File: config.mk
export PLATFORM = sky130hd
export DESIGN_NAME = irq_aggregator
export DESIGN_NICKNAME = d
export VERILOG_FILES = /design/src/rtl/irq_agg_pkg.sv /design/src/rtl/irq_reg_if.sv /design/src/rtl/irq_evt_merge.sv /design/src/rtl/irq_pending.sv /design/src/rtl/irq_signal_gen.sv /design/src/rtl/irq_aggregator.sv
export SDC_FILE = /design/constraint.sdc
export NUM_CORES = 1
export LEC_CHECK = 0
export BUFFER_PORTS_ARGS = -buffer_cell sky130_fd_sc_hd__buf_2
export CORE_MARGIN = 4
export CORE_UTILIZATION = 35
export DETAILED_ROUTE_END_ITERATION = 16
export PLACE_DENSITY = 0.68
export SLEW_MARGIN = 25
export SYNTH_ARGS = -nofsm -noshare
export SYNTH_HDL_FRONTEND = slang
export SYNTH_SLANG_ARGS = --single-unit
File: constraint.sdc
create_clock -name clk -period 1.2 [get_ports clk]
set_input_delay 0.24 -clock clk [delete_from_list [all_inputs] [get_ports clk]]
set_output_delay 0.24 -clock clk [all_outputs]
set_load 0.02 [all_outputs]
File: src/rtl/irq_agg_pkg.sv
package irq_agg_pkg;

  localparam int REG_W = 32;

  localparam logic [7:0] OFS_PENDING = 8'h24;
  localparam logic [7:0] OFS_RAISE   = 8'h60;
  localparam logic [7:0] OFS_ACK     = 8'h64;
  localparam logic [7:0] OFS_MODE    = 8'h68;

  typedef enum logic {
    MODE_LEVEL = 1'b0,
    MODE_MSG   = 1'b1
  } irq_mode_e;

  typedef logic [REG_W-1:0] word_t;

  // Update rule for the pending word: clear acknowledged bits first, then add new causes.
  function automatic word_t pending_next(word_t cur, word_t ack, word_t raise, word_t evts);
    return (cur & ~ack) | raise | evts;
  endfunction

  // Bits that are set in the next value but not in the current one.
  function automatic word_t fresh_bits(word_t cur, word_t nxt);
    return nxt & ~cur;
  endfunction

endpackage

File: src/rtl/irq_reg_if.sv
module irq_reg_if
  import irq_agg_pkg::*;
#(
  parameter int ADDR_W = 8
) (
  input  logic              clk,
  input  logic              rst_n,
  input  logic              wr_en,
  input  logic [ADDR_W-1:0] wr_addr,
  input  word_t             wr_data,
  input  logic              rd_en,
  input  logic [ADDR_W-1:0] rd_addr,
  input  word_t             pending,
  output word_t             rd_data,
  output logic              raise_fire,
  output word_t             raise_val,
  output logic              ack_fire,
  output word_t             ack_val,
  output irq_mode_e         mode
);

  localparam logic [ADDR_W-1:0] A_PEND  = ADDR_W'(OFS_PENDING);
  localparam logic [ADDR_W-1:0] A_RAISE = ADDR_W'(OFS_RAISE);
  localparam logic [ADDR_W-1:0] A_ACK   = ADDR_W'(OFS_ACK);
  localparam logic [ADDR_W-1:0] A_MODE  = ADDR_W'(OFS_MODE);

  logic  mode_we;
  word_t rd_mux;

  assign raise_fire = wr_en && (wr_addr == A_RAISE);
  assign ack_fire   = wr_en && (wr_addr == A_ACK);
  assign mode_we    = wr_en && (wr_addr == A_MODE);
  assign raise_val  = raise_fire ? wr_data : '0;
  assign ack_val    = ack_fire   ? wr_data : '0;

  always_ff @(posedge clk or negedge rst_n) begin
    if (!rst_n)       mode <= MODE_LEVEL;
    else if (mode_we) mode <= irq_mode_e'(wr_data[0]);
  end

  always_comb begin
    rd_mux = '0;
    if (rd_addr == A_PEND)      rd_mux = pending;
    else if (rd_addr == A_MODE) rd_mux = word_t'(mode);
  end

  always_ff @(posedge clk or negedge rst_n) begin
    if (!rst_n)     rd_data <= '0;
    else if (rd_en) rd_data <= rd_mux;
  end

endmodule

File: src/rtl/irq_evt_merge.sv
module irq_evt_merge
  import irq_agg_pkg::*;
#(
  parameter int NUM_SRC = 3
) (
  input  logic [NUM_SRC-1:0]       evt_valid,
  input  logic [NUM_SRC*REG_W-1:0] evt_value,
  output word_t                    evt_bits,
  output logic                     evt_any
);

  word_t gated [NUM_SRC];

  for (genvar g = 0; g < NUM_SRC; g++) begin : g_src
    assign gated[g] = evt_valid[g] ? evt_value[g*REG_W +: REG_W] : '0;
  end

  always_comb begin
    evt_bits = '0;
    for (int i = 0; i < NUM_SRC; i++) evt_bits = evt_bits | gated[i];
  end

  assign evt_any = |evt_bits;

endmodule

File: src/rtl/irq_pending.sv
module irq_pending
  import irq_agg_pkg::*;
(
  input  logic  clk,
  input  logic  rst_n,
  input  word_t ack_val,
  input  word_t raise_val,
  input  word_t evt_bits,
  output word_t pending,
  output logic  gained
);

  word_t nxt;

  assign nxt    = pending_next(pending, ack_val, raise_val, evt_bits);
  assign gained = |fresh_bits(pending, nxt);

  always_ff @(posedge clk or negedge rst_n) begin
    if (!rst_n) pending <= '0;
    else        pending <= nxt;
  end

endmodule

File: src/rtl/irq_signal_gen.sv
module irq_signal_gen
  import irq_agg_pkg::*;
(
  input  logic      clk,
  input  logic      rst_n,
  input  irq_mode_e mode,
  input  word_t     pending,
  input  logic      gained,
  output logic      irq_level,
  output logic      msg_pulse
);

  assign irq_level = (mode == MODE_LEVEL) && (pending != '0);

  always_ff @(posedge clk or negedge rst_n) begin
    if (!rst_n) msg_pulse <= 1'b0;
    else        msg_pulse <= (mode == MODE_MSG) && gained;
  end

endmodule

File: src/rtl/irq_aggregator.sv
module irq_aggregator
  import irq_agg_pkg::*;
#(
  parameter int ADDR_W  = 8,
  parameter int NUM_SRC = 3
) (
  input  logic                     clk,
  input  logic                     rst_n,
  input  logic                     wr_en,
  input  logic [ADDR_W-1:0]        wr_addr,
  input  logic [31:0]              wr_data,
  input  logic                     rd_en,
  input  logic [ADDR_W-1:0]        rd_addr,
  output logic [31:0]              rd_data,
  input  logic [NUM_SRC-1:0]       evt_valid,
  input  logic [NUM_SRC*32-1:0]    evt_value,
  output logic                     irq_level,
  output logic                     msg_pulse
);

  logic      raise_fire, ack_fire, evt_any, gained;
  word_t     raise_val, ack_val, evt_bits, pending;
  irq_mode_e mode;

  irq_reg_if #(.ADDR_W(ADDR_W)) u_regs (
    .clk(clk), .rst_n(rst_n),
    .wr_en(wr_en), .wr_addr(wr_addr), .wr_data(wr_data),
    .rd_en(rd_en), .rd_addr(rd_addr), .pending(pending),
    .rd_data(rd_data),
    .raise_fire(raise_fire), .raise_val(raise_val),
    .ack_fire(ack_fire), .ack_val(ack_val),
    .mode(mode)
  );

  irq_evt_merge #(.NUM_SRC(NUM_SRC)) u_merge (
    .evt_valid(evt_valid), .evt_value(evt_value),
    .evt_bits(evt_bits), .evt_any(evt_any)
  );

  irq_pending u_pend (
    .clk(clk), .rst_n(rst_n),
    .ack_val(ack_val), .raise_val(raise_val), .evt_bits(evt_bits),
    .pending(pending), .gained(gained)
  );

  irq_signal_gen u_sig (
    .clk(clk), .rst_n(rst_n),
    .mode(mode), .pending(pending), .gained(gained),
    .irq_level(irq_level), .msg_pulse(msg_pulse)
  );

endmodule

After elaboration in Yosys (flattened, before gate mapping)
Index checks and enable logic that the tools add are counted.
{"block": "totals", "reg_bits": 66, "out_inout_bits": 34}
{"block": "op_classes", "eq_ne": 5, "n_bitwise": 9, "n_mux": 7, "n_reduce_logical": 7}
{"operator": "2-to-1 mux 32 bit", "n": 6}
{"operator": "OR 32 bit", "n": 4}
{"operator": "AND 32 bit", "n": 2}
{"operator": "inverter 32 bit", "n": 2}
{"operator": "== test 8 x 7 -> 1 bit (second input constant)", "n": 4}
{"operator": "nonzero test 32 bit", "n": 1}
{"operator": "OR reduction 32 bit", "n": 1}
{"operator": "== test 8 x 6 -> 1 bit (second input constant)", "n": 1}
{"operator": "logical AND 1 bit", "n": 5}
{"operator": "2-to-1 mux 1 bit", "n": 1}
{"operator": "inverter 1 bit", "n": 1}

Longest topological paths before layout
{"block": "logic_depth", "word_depth": 10, "ltp_mapped": 6, "depth_no_buf": 5}

Hierarchy
From an unflattened synthesis, not the netlist that was laid out.
{"block": "unflattened", "hier_cells": 514, "area_unflattened_um2": 4201.5}
{"module": "irq_reg_if", "instances": 1, "cells_each": 268, "area_per_inst_um2": 2187.1}
{"module": "irq_pending", "instances": 1, "cells_each": 149, "area_per_inst_um2": 1360.1}
{"module": "irq_evt_merge", "instances": 1, "cells_each": 84, "area_per_inst_um2": 550.5}
{"module": "irq_signal_gen", "instances": 1, "cells_each": 13, "area_per_inst_um2": 103.8}

Least setup slack after synthesis
OpenSTA, ideal clock, no wires.
{"block": "synth_path", "path_kind": "in2reg", "from": "input port wr_addr[4]", "to": "register u_pend.pending[14]", "path_slack_ps": -427, "required_ps": 1074, "n_path_buf": 1, "stages": 6, "setup_time_ps": 126, "arrival_ps": 1501, "cell_sequence": "nor4b_4 nand4b_4 nor3b_4 buf_6 nand2_1 a221o_1"}
{"block": "synth_between", "elab_chain_len": 7, "elab_cells_between_ends": 10, "classes_between": "eq/ne: 2; mux: 2; bitwise: 4; reduce/logical: 2"}
{"item": "from (decl)", "line": "irq_aggregator.sv:10", "source": "input logic [ADDR_W-1:0] wr_addr,"}
{"item": "== test 8 x 7 -> 1 bit", "line": "irq_reg_if.sv:31", "source": "assign ack_fire = wr_en && (wr_addr == A_ACK);"}
{"item": "logical AND 1 bit", "line": "irq_reg_if.sv:31"}
{"item": "2-to-1 mux 32 bit", "line": "irq_reg_if.sv:34", "source": "assign ack_val = ack_fire ? wr_data : '0;"}
{"item": "inverter 32 bit", "line": "irq_agg_pkg.sv:19", "source": "return (cur & ~ack) | raise | evts;"}
{"item": "AND 32 bit", "line": "irq_agg_pkg.sv:19"}
{"item": "OR 32 bit (*) (2 in series)", "line": "irq_agg_pkg.sv:19"}
{"item": "via u_pend.nxt[14]", "line": "irq_pending.sv:13", "source": "word_t nxt;"}
{"item": "to (signal assigned)", "line": "irq_pending.sv:20", "source": "else pending <= nxt;"}
{"item": "to (decl)", "line": "irq_pending.sv:9", "source": "output word_t pending,"}
The timed path passes the listed nets; every way through them passes the cells marked *.
A chain may end at the register's enable or synchronous reset.

Final worst setup path
{"block": "layout_path", "from": "register u_pend.pending[21]", "to": "output port irq_level"}
{"block": "layout_between", "elab_chain_len": 2}
{"item": "nonzero test 32 bit", "line": "irq_signal_gen.sv:13", "source": "assign irq_level = (mode == MODE_LEVEL) && (pending != '0);"}
{"item": "logical AND 1 bit", "line": "irq_signal_gen.sv:13"}
{"item": "to (decl)", "line": "irq_aggregator.sv:17", "source": "output logic irq_level,"}
Every way passes these cells.

==> flow_metrics.tcl <==
set metrics [dict create \
    status "finished, violations left" \
    violations "setup timing" \
    netlist_instances 411 \
    fin_util_pct 59.14 \
    wl_per_cell_um 19.76 \
    place.gp.congestion 0.9368 \
    yosysWarnings 0 \
    cp_data_required_time_ns 0.96 \
    synth_most_common_cell "inv_1" \
    tns_ns -10.95 \
    cts.sinks 66 \
    nets 841 \
    max_slew_margin_pct 67.92 \
    ys_async_sr_fraction_pct 100.0 \
    drc 0 \
    netlist.area_leader.share_pct 45.22 \
    drt_pass1_iterations 9 \
    drt_wl_total_mm 16.42 \
    fin_worst_skew_ns 0.009248 \
    dp_hpwl_mm 11.75 \
    pre_cts_ws_ns -0.8513 \
    avgSynthCellArea_um2 8.886 \
    tightestPinTransition_ns 0.4812 \
    finalCritPeriodShare_pct 157.7 \
    overflow 0 \
    ys_top_cells_by_area "dfrtp_1 45%, inv_1 9.9%, a221o_1 8.8%" \
    finalPower_mw 5.111 \
    power_leakage_nw 2.986 \
    final_area_um2 6051 \
    grt_pass1_vias 4340 \
    fin_cells 831 \
    drive_above_1_share_pct 50.07 \
    synth_top_area_cell "dfrtp_1" \
    ir_drop_uv 521.7 \
    numCtsBuffers 9 \
    postRouteAntennaNets 0 \
    start_util_pct 35.70 \
    crit_type "reg -> out" \
    cp.arrival_ns 1.65 \
    grt_pass1_wl_mm 23.40 \
    slew_viol_final 0 \
    dpl_cell_area_um2 5415 \
    ys_seq_elements 66 \
    insertion_delay_ns 0.36 \
    clk_pin_slew_ns 0.07 \
    p_per_area_nw_per_um2 844.7 \
    syn_area_um2 3652 \
    synthDistinctLibCells 27 \
    clk_path_buf_depth 2 \
    num_io_pins 185 \
    num_rows 37 \
    core_um2 10230 \
    fp.dieW_um 110.2 \
    cp_max_fo 4 \
    drv_cap 0 \
    die_h_um 110.2 \
    cts-root-buf "clkbuf_8" \
    hold_viol 0 \
    fin_crit_ns 1.892 \
    synthToLayoutAreaGrowth_pct 65.67 \
    io_buffers 184 \
    grt_usage_pct 25.92 \
    yosys-top-cells-count "96 x inv_1, 66 x dfrtp_1, 65 x nand2_1" \
    routed-via-count 4508 \
    antenna_found_initial 0 \
    rsz0062_at_grt "true" \
    viasPerCell 5.425 \
    synthFlopType "dfrtp_1" \
    layout_setup_ws_ns -0.6921 \
    place_inst 798 \
    fillers 916 \
    worstSetupStartpointType "flop" \
    htreeDepth 3 \
    syn-num-nets 562 \
    max_freq_mhz 528.5 \
    worstHoldPathType "in -> reg" \
    timing.hold.ws_ns 0.1534 \
    cts_tree "done" \
    grt_max_degree 67 \
    ys_seq_area_share_pct 45.22 \
    drt_iter0_markers 562 \
    setup_viol 35 \
    synth_edf_count 0 \
    dieArea_um2 12130 \
    crit_path_end_kind "output pin" \
    diodes 0 \
]
[area by class of cell]
class                           instances  area [um2]  area share [%]
Clock buffer                           14       162.7           2.688
Clock inverter                          2       35.03          0.5790
Inverter                               96       360.3           5.955
Multi-Input combinational cell        228        1733           28.64
Sequential cell                        66        1664           27.50
Tap cell                              136       170.2           2.812
Timing Repair Buffer                  289        1926           31.82
[cell usage in the layout, fill, tap and decap left out, drive strengths merged]
cell         instances
o21ai               31
clkbuf              16
a41oi                1
mux2                 1
nand3b               1
bufinv               1
a21oi                1
inv                 96
nor3                 1
o22ai               33
nand4b               1
nand2               65
nor2b                1
nand4                2
a222oi              32
a221o               32
nor4b                2
or3                  1
and4b                1
nor3b                3
buf                286
clkinv               1
nor4                16
nor2                 2
o31a                 1
dfrtp               66
dlygate4sd3          1
[where the power goes]
part	switching, mW	leakage, nW	internal [mW]
registers	0.00583	0.751	2.23
logic	0.444	2.13	0.452
clock network	0.905	0.101	1.07
total	1.35	2.99	3.76
[cell families (layout without fill, tap and decap cells)]
kind of cell | after synthesis | after routing | share of synthesized area (%)
buf+inv | 117 | 401 | 12.88
flops | 66 | 66 | 45.22
simple gates | 96 | 96 | 13.53
mux | 1 | 1 | 0.3083
compound gates | 131 | 131 | 28.06
[critical path, cell delays in order, from the launching register on]
cell and delay, ns:
dfrtp_2 0.45, nor4_4 0.30, nand4_1 0.17, nor2_1 0.14, nor2_1 0.07, buf_4 0.16
[worst paths after layout]
kind | from | end | slack (ns) | depth (start not counted)
min in group asynchronous | rst_n | u_regs.rd_data[16] | 0.43 | 3
setup / recovery | u_pend.pending[21] | irq_level | -0.69 | 5
hold / removal | wr_data[19] | u_pend.pending[19] | 0.15 | 2
hold reg to reg | u_regs.rd_data[15] | u_regs.rd_data[15] | 0.52 | 2
setup reg to reg | u_pend.pending[27] | u_sig.msg_pulse | -0.41 | 4
max in group asynchronous | rst_n | u_pend.pending[17] | 0.42 | 3
[metal layers]
layer  GRT usage (%)  routed length (um)
met5               0                   0
met4           8.091                 335
met3           5.067                1805
met2           40.94                7559
met1           35.88                6718
[registers in the layout, summed over array words and instances (netlist names)]
name and cells:
u_pend.pending 32, u_regs.mode 1, u_regs.rd_data 32, u_sig.msg_pulse 1
[repair_timing]
item | 4_1_cts | 5_1_grt
setup buffers | 6 | 9
cloned | 2 | 2
hold buffers | 1 | 0
hold endpoints to repair | 66 | 0
pin swaps | 6 | 27
endpoints found under the setup margin | 35 | 35
resized for setup | 28 | 39
No activity file was read; power rests on OpenSTA's default activity.
